`src/rtl/fmt_pkg.sv`:
```
package fmt_pkg;
    localparam int DATA_W = 12;
    localparam int BYTE_W = 8;
    localparam int HI_W   = DATA_W - BYTE_W;

    typedef logic [DATA_W-1:0] word_t;

    typedef enum logic [3:0] {
        TM_OFF     = 4'd0,
        TM_MID     = 4'd1,
        TM_POS_FS  = 4'd2,
        TM_NEG_FS  = 4'd3,
        TM_CHECKER = 4'd4,
        TM_USER    = 4'd7
    } test_mode_e;

    typedef enum logic [1:0] {
        CODE_OFFSET = 2'd0,
        CODE_TWOS   = 2'd1,
        CODE_GRAY   = 2'd2,
        CODE_RSVD   = 2'd3
    } coding_e;

    localparam word_t MID_WORD   = word_t'(1) << (DATA_W - 1);
    localparam word_t POS_WORD   = '1;
    localparam word_t NEG_WORD   = '0;

    function automatic word_t checker_word(input logic odd);
        word_t w;
        for (int k = 0; k < DATA_W; k++) w[k] = (k % 2 == 1) ^ odd;
        return w;
    endfunction

    typedef struct packed {
        word_t data;
        logic  ovr;
    } sample_t;

    function automatic word_t user_word(input logic [BYTE_W-1:0] hi,
                                        input logic [BYTE_W-1:0] lo);
        return {hi[HI_W-1:0], lo};
    endfunction
endpackage

```
`src/rtl/fmt_pattern_sel.sv`:
```
module fmt_pattern_sel
    import fmt_pkg::*;
(
    input  logic              clk,
    input  logic              rst,
    input  logic              in_valid,
    input  sample_t           raw,
    input  logic [3:0]        test_mode,
    input  logic [BYTE_W-1:0] user1_lo,
    input  logic [BYTE_W-1:0] user1_hi,
    input  logic [BYTE_W-1:0] user2_lo,
    input  logic [BYTE_W-1:0] user2_hi,
    output sample_t           picked
);
    logic phase_q;

    always_ff @(posedge clk) begin
        if (rst)           phase_q <= 1'b0;
        else if (in_valid) phase_q <= ~phase_q;
    end

    always_comb begin
        picked.ovr = raw.ovr;
        unique case (test_mode)
            TM_MID:     picked.data = MID_WORD;
            TM_POS_FS:  picked.data = POS_WORD;
            TM_NEG_FS:  picked.data = NEG_WORD;
            TM_CHECKER: picked.data = checker_word(phase_q);
            TM_USER:    picked.data = phase_q ? user_word(user2_hi, user2_lo)
                                              : user_word(user1_hi, user1_lo);
            default:    picked.data = raw.data;
        endcase
    end

    // phase holds across idle cycles
    p_phase_hold_r12: assert property (@(posedge clk) disable iff (rst)
        !in_valid |=> $stable(phase_q));
endmodule

```
`src/rtl/fmt_coder.sv`:
```
module fmt_coder
    import fmt_pkg::*;
(
    input  sample_t    din,
    input  logic [1:0] coding,
    output sample_t    dout
);
    word_t gray_w;

    generate
        for (genvar k = 0; k < DATA_W - 1; k++) begin : g_gray
            assign gray_w[k] = din.data[k] ^ din.data[k+1];
        end
    endgenerate
    assign gray_w[DATA_W-1] = din.data[DATA_W-1];

    always_comb begin
        dout.ovr = din.ovr;
        unique case (coding)
            CODE_TWOS: dout.data = {~din.data[DATA_W-1], din.data[DATA_W-2:0]};
            CODE_GRAY: dout.data = gray_w;
            default:   dout.data = din.data;
        endcase
    end

    // only the top bit can differ in two's complement coding
    always_comb begin
        if (coding == CODE_TWOS)
            a_twos_one_bit_r9: assert ($countones(dout.data ^ din.data) == 1);
    end
endmodule

```
`src/rtl/fmt_out_reg.sv`:
```
module fmt_out_reg
    import fmt_pkg::*;
(
    input  logic    clk,
    input  logic    rst,
    input  logic    in_valid,
    input  sample_t din,
    output logic    out_valid,
    output sample_t dout
);
    always_ff @(posedge clk) begin
        if (rst) begin
            out_valid <= 1'b0;
            dout      <= '0;
        end else begin
            out_valid <= in_valid;
            if (in_valid) dout <= din;
        end
    end
endmodule

```
`src/rtl/adc_data_formatter.sv`:
```
module adc_data_formatter
    import fmt_pkg::*;
(
    input  logic              clk,
    input  logic              rst,
    input  logic              in_valid,
    input  logic [DATA_W-1:0] in_sample,
    input  logic              in_ovr,
    input  logic [3:0]        cfg_test_mode,
    input  logic [1:0]        cfg_coding,
    input  logic [BYTE_W-1:0] cfg_user1_lo,
    input  logic [BYTE_W-1:0] cfg_user1_hi,
    input  logic [BYTE_W-1:0] cfg_user2_lo,
    input  logic [BYTE_W-1:0] cfg_user2_hi,
    output logic              out_valid,
    output logic [DATA_W-1:0] out_data,
    output logic              out_ovr
);
    sample_t raw_s, picked_s, coded_s, reg_s;

    assign raw_s.data = in_sample;
    assign raw_s.ovr  = in_ovr;

    fmt_pattern_sel u_sel (
        .clk(clk), .rst(rst), .in_valid(in_valid), .raw(raw_s),
        .test_mode(cfg_test_mode),
        .user1_lo(cfg_user1_lo), .user1_hi(cfg_user1_hi),
        .user2_lo(cfg_user2_lo), .user2_hi(cfg_user2_hi),
        .picked(picked_s)
    );

    fmt_coder u_coder (.din(picked_s), .coding(cfg_coding), .dout(coded_s));

    fmt_out_reg u_oreg (
        .clk(clk), .rst(rst), .in_valid(in_valid), .din(coded_s),
        .out_valid(out_valid), .dout(reg_s)
    );

    assign out_data = reg_s.data;
    assign out_ovr  = reg_s.ovr;

    p_valid_latency_r2: assert property (@(posedge clk) disable iff (rst)
        1'b1 |=> out_valid == $past(in_valid));
    p_hold_idle_r2: assert property (@(posedge clk) disable iff (rst)
        !in_valid |=> $stable(out_data) && $stable(out_ovr));
    p_ovr_align_r3: assert property (@(posedge clk) disable iff (rst)
        in_valid |=> out_ovr == $past(in_ovr));
    p_posfs_r5: assert property (@(posedge clk) disable iff (rst)
        in_valid && cfg_test_mode == 4'd2 && cfg_coding == 2'd0 |=> out_data == 12'hFFF);
    p_mid_twos_r9: assert property (@(posedge clk) disable iff (rst)
        in_valid && cfg_test_mode == 4'd1 && cfg_coding == 2'd1 |=> out_data == 12'h000);
    p_mid_gray_r10: assert property (@(posedge clk) disable iff (rst)
        in_valid && cfg_test_mode == 4'd1 && cfg_coding == 2'd2 |=> out_data == 12'hC00);
endmodule

```
`config.mk`:
```
export PLATFORM = sky130hd
export DESIGN_NAME = adc_data_formatter
export DESIGN_NICKNAME = d
export VERILOG_FILES = /design/src/rtl/fmt_pkg.sv /design/src/rtl/fmt_pattern_sel.sv /design/src/rtl/fmt_coder.sv /design/src/rtl/fmt_out_reg.sv /design/src/rtl/adc_data_formatter.sv
export SDC_FILE = /design/constraint.sdc
export NUM_CORES = 1
export LEC_CHECK = 0
export BUFFER_PORTS_ARGS = -buffer_cell sky130_fd_sc_hd__buf_2
export CORE_UTILIZATION = 41
export CTS_CLUSTER_DIAMETER = 60
export CTS_CLUSTER_SIZE = 24
export DETAILED_ROUTE_END_ITERATION = 6
export PLACE_DENSITY = 0.8
export SYNTH_ARGS = -nofsm -noshare
export SYNTH_HDL_FRONTEND = slang
export SYNTH_SLANG_ARGS = --single-unit
export TNS_END_PERCENT = 5
```
`constraint.sdc`:
```
create_clock -name clk -period 1.65 [get_ports clk]
set_input_delay 0.165 -clock clk [delete_from_list [all_inputs] [get_ports clk]]
set_output_delay 0.165 -clock clk [all_outputs]
set_load 0.01 [all_outputs]
```
==> After elaboration in Yosys (flattened, before gate mapping) <==
Cells that the tools add are included.
{ "word_totals": {"in_bits": 54, "wordCells": 27, "regBits": 15} }
{ "op_classes": {"eq_ne": 7, "bitwise": 13, "n_mux": 3} }
{ "op_table": {"columns": ["op", "count"], "rows": [
  ["case mux 12 bit (5 select lines)", 1],
  ["case mux 12 bit (2 select lines)", 1],
  ["2-to-1 mux 12 bit", 1],
  ["XOR 1 bit", 11],
  ["equality test 4 x 2 -> 1 bit, second input constant", 2],
  ["equality test 4 x 3 -> 1 bit, second input constant", 2],
  ["equality test 4 x 1 -> 1 bit, second input constant", 1],
  ["equality test 2 x 1 -> 1 bit, second input constant", 1],
  ["equality test 2 bit, second input constant", 1],
  ["inverter 1 bit", 2]
]} }

==> Longest topological paths before layout <==
{ "depth": {"depth_word": 4, "mapped_depth": 8, "depth_no_buf": 7} }

==> Hierarchy <==
From an unflattened synthesis, not the netlist that was laid out.
{ "hier_totals": {"cells_unflattened": 171, "area_unflattened_um2": 1460.2} }
{ "by_module_without_submodules": {"columns": ["module", "instances", "cells_each", "area_per_inst_um2"], "rows": [
  ["fmt_pattern_sel", 1, 69, 516.7],
  ["fmt_out_reg", 1, 44, 501.7],
  ["fmt_coder", 1, 58, 441.7]
]} }

==> Least setup slack after synthesis <==
No wires, ideal clock.
{ "synth_timing": {"path_type": "reg2reg", "start": "register u_sel.phase_q", "end": "register u_oreg.dout[7] (netlist name)", "stages_incl_launch_ff": 8, "t_arrival_ps": 1670, "setup_ps": 86, "period_less_slack_ps": 1755, "path_buffers": 2, "required_time_ps": 1564, "path_slack_ps": -105, "path_cell_list": "dfxtp_1 -> buf_2 -> buf_4 -> mux2i_1 -> nor2_1 -> o32a_1 -> or3_1 -> a211oi_1"} }
{ "synth_via": {"elab_chain_len": 4} }
{ "synth_lines": {"columns": ["element", "line", "text"], "rows": [
  ["from (decl)", "fmt_pattern_sel.sv:15", "logic phase_q;"],
  ["from (signal assigned)", "fmt_pattern_sel.sv:19", "else if (in_valid) phase_q <= ~phase_q;"],
  ["2-to-1 mux 12 bit / inverter 1 bit (equally long branches)", null, null],
  ["case mux 12 bit (5 select lines) (*)", "fmt_pattern_sel.sv:24", "unique case (test_mode)"],
  ["XOR 1 bit", "fmt_coder.sv:12", "assign gray_w[k] = din.data[k] ^ din.data[k+1];"],
  ["case mux 12 bit (2 select lines) (*)", "fmt_coder.sv:19", "unique case (coding)"],
  ["to (signal assigned)", "fmt_out_reg.sv:17", "if (in_valid) dout <= din;"],
  ["to (decl)", "fmt_out_reg.sv:9", "output sample_t dout"]
]} }
Mark *: on every way between the ends. The rest lies on a longest branch, timed or not.
A chain may end at the register's enable or synchronous reset.

==> Worst setup path after layout <==
{ "layout_timing": {"start": "register u_sel.phase_q", "end": "register u_oreg.dout[4] (netlist name)"} }
The elaborated chain is that of the path after synthesis.

==> results by group <==
Run status
  – Run status: finished with violations
  – Failing checks: negative setup slack

STA
  – Final period util: 110%
  – Hold Violations, Final: 0
  – Total negative setup slack: -0.823 ns
  – Setup violators final: 11
  – FMAX: 553 MHz
  – Final setup skew: 0.00615 ns
  – Final min period: 1.81 ns
  – Worst Max-Slew Pin Slew: 0.427 ns
  – RSZ-0062 raised after global routing: yes
  – Worst slew margin: 71.4%
  – Final Max Slew Viols: 0
  – Final setup margin: -0.158 ns

GRT
  – Vias in the first global route: 1369
  – Initial antenna violation count: 0
  – Aggregate global-route resource usage: 22.5%
  – Largest net degree at the start of global routing: 19
  – Grt ovf: 0
  – First-pass GRT wire length: 6010 um

Die
  – Die area: 3460 um^2
  – Die width: 58.8 um
  – Die Y: 58.8 um
  – Starting Density: 43.4%
  – Core area: 3050 um^2
  – Ports: 68
  – Num rows: 20

CTS
  – Reg clk slew, reported paths: 0.11 ns
  – Max clock buf depth: 2
  – CTS sink cnt: 15
  – Post-CTS setup buffer count: 0
  – CTS tree: done
  – CTS root buffer: clkbuf_4
  – Cts bufs inserted: 3
  – Insertion delay to the later sink of the worst-skew pair: 0.30 ns
  – H-tree lvl count: 1

Drt
  – DRC: 0
  – DR iter-0 viols: 53
  – Detailed Route WL: 4030 um
  – Via density: 5.60
  – Wirelength per Cell: 14.6 um
  – DRT Pass-1 Iters: 4
  – Post-DRT Antenna Nets: 0
  – Vias post-DR: 1541

Synthesis
  – Unique masters post-synth: 47
  – Largest family of logic cells by synthesized area: compound AO/OA/AOI/OAI gates
  – Sequential-to-total area share from yosys stat: 22.7%
  – Synth Flop Type: dfxtp_1
  – Synth Cell Area: 1320 um^2
  – Post-synth EDFFs: 0
  – Asr flop ratio synth: 0%
  – Post-Syn Nets: 212
  – #FFs+latches synth: 15
  – Ys Warns: 0
  – Syn avg cell area: 8.49 um^2
  – Syn Inst Count: 156
  – Post-synthesis compound-gate area fraction: 35.2%
  – Multiplexer share of the synthesized area: 10.8%
  – XOR/XNOR Fraction of Synth Area: 1.32%
  – Post-synthesis simple-gate area fraction: 21.6%
  – Post-synthesis adder-cell area fraction: 1.89%

Setup path
  – Critical-path cell list: buf_6 > buf_4 > mux2i_1 > nor2_1 > o32ai_4 > or4_4 > o211ai_2
  – Worst Setup Start Kind: flip-flop
  – Crit path arrival time: 2.04 ns
  – Critical path's slowest cell: or4_4
  – Register-to-register setup slack: -0.16 ns
  – R2R Path End: u_oreg.dout[4]
  – Crit Path Category: flip-flop to flip-flop
  – Reg2Reg Depth: 7
  – CP max FO: 6
  – Crit path capture type: flip-flop
  – Crit path required time: 1.88 ns
  – Worst reg2reg startpoint: u_sel.phase_q
  – Largest stage delay on the critical path: 0.54 ns

Pwr
  – Tot Pwr: 0.00117 W
  – Pwr Density: 610 nW/um^2
  – Sw frac: 36.4%
  – Leak Pwr: 0.882 nW
  – Sw power: 0.000425 W
  – Maximum resistive drop on vdd: 0.481 mV
  – Clk pwr share: 20.3%
  – Share of power burned in registers: 35.2%
  – Logic gate share of total power: 44.5%
  – Cell-internal power: 0.000744 W

Placed design
  – Pre-CTS setup slack: -0.185 ns
  – RD Place Congestion: 0.929
  – Hpwl dp: 2950 um
  – I/O Buffers: 59

Worst hold path
  – Hold path start: in_ovr
  – Hold depth: 3
  – Hold Crit Class: input pin to flip-flop
  – Hold Path End: u_oreg.dout[0]

Run
  – Maximum Capacitance Violations: 0

Layout
  – Area delta synth->final: 44.8%
  – Diode count: 0
  – Layout Nets: 288
  – Layout cells sized above 1: 46.3%
metal layers:
metal,routed length (um),GRT usage [%]
met5,0,0
met4,0,3.74
met3,286,4.40
met2,1960,37.5
met1,1780,30.5
registers in the layout, summed over array words and instances, names as in the netlist:
signal / count
u_oreg.dout: 13
u_oreg.out_valid: 1
u_sel.phase_q: 1
power groups by stage:
stage | logic, W | clock network, W | registers [W]
2_1_floorplan | 0.000279 | 0 | 0.000431
3_3_place_gp | 0.000474 | 0 | 0.000418
3_5_place_dp | 0.000480 | 0 | 0.000419
4_1_cts | 0.000491 | 0.000250 | 0.000412
5_1_grt | 0.000560 | 0.000266 | 0.000416
6_report | 0.000520 | 0.000237 | 0.000411
cells in the mapped netlist (3+ instances only):
| cell type | count | area (um^2) |
|---|---|---|
| dfxtp_1 | 15 | 300 |
| a21oi_1 | 3 | 15.0 |
| o41a_1 | 3 | 33.8 |
| o211a_1 | 6 | 60.1 |
| a22oi_1 | 3 | 22.5 |
| a211oi_1 | 8 | 60.1 |
| clkbuf_1 | 4 | 15.0 |
| o32a_1 | 3 | 30.0 |
| buf_2 | 3 | 15.0 |
| mux2i_1 | 12 | 120 |
| o21bai_1 | 4 | 30.0 |
| nor2_1 | 31 | 116 |
| or3_1 | 6 | 37.5 |
| inv_1 | 4 | 15.0 |
| nor4_1 | 5 | 31.3 |
| o32ai_1 | 8 | 70.1 |
cell type report:
type                       instances  area (um^2)
fill                             282         1140
sequential                        15          304
tap                               44         55.1
clock buffer                       3         22.5
multi-input combinational        125         1030
inverter                           4         15.0
clock inverter                     1         7.51
timing repair buffer              83          479
how the worst max path moves through the flow:
| stage | from | endpoint | cells past startpoint |
|---|---|---|---|
| 2_1_floorplan | u_sel.phase_q | u_oreg.dout[4] | 6 |
| 3_3_place_gp | cfg_test_mode[2] | u_oreg.dout[5] | 7 |
| 3_5_place_dp | cfg_test_mode[0] | u_oreg.dout[4] | 7 |
| 4_1_cts | u_sel.phase_q | u_oreg.dout[4] | 6 |
| 5_1_grt | u_sel.phase_q | u_oreg.dout[10] | 6 |
| 6_report | u_sel.phase_q | u_oreg.dout[4] | 7 |
worst max-delay path, delay by kind of cell (launching register included):
kind	cells	cell delay [ns]
flops	1	0.37
compound gates	2	0.22
simple gates	2	0.75
mux	1	0.13
buf+inv	2	0.27
through the flow:
step / hold WS [ns] / utilization [%] / area, um^2 / std cells
floorplan: 0.312 / - / 1340 / 156
global placement: 0.400 / 59.0 / 1800 / 272
detailed placement: 0.421 / 59.0 / 1800 / 272
CTS: 0.0968 / 60.8 / 1860 / 276
global route: 0.115 / 62.8 / 1920 / 275
finish: 0.108 / 62.8 / 1920 / 275
kinds of logic after synthesis:
| kind of cell | count (synthesis) |
|---|---|
| and+or+nand+nor | 55 |
| AOI/OAI and AO/OA | 53 |
| buffers and inverters | 16 |
| DFF | 15 |
| muxes | 13 |
| xor gates and xnor gates | 2 |
| adders and majority gates | 2 |
cells in the final DEF, fill, tap and decap left out, drive strengths merged, types with 4 or more instances in the layout:
master,netlist,final
buf,8,83
nor2,31,31
dfxtp,15,15
mux2i,13,13
a211oi,10,10
o32ai,9,9
o211a,6,6
or3,6,6
nor4,5,5
inv,4,4
o21bai,4,4
a21oi,4,4
what timing repair did:
item	in CTS	in global routing
hold buffers	0	0
gates cloned	0	0
pin swaps	1	3
endpoints found under the setup margin	12	12
resized for setup	5	11
Power figures use the tool's default switching activity.
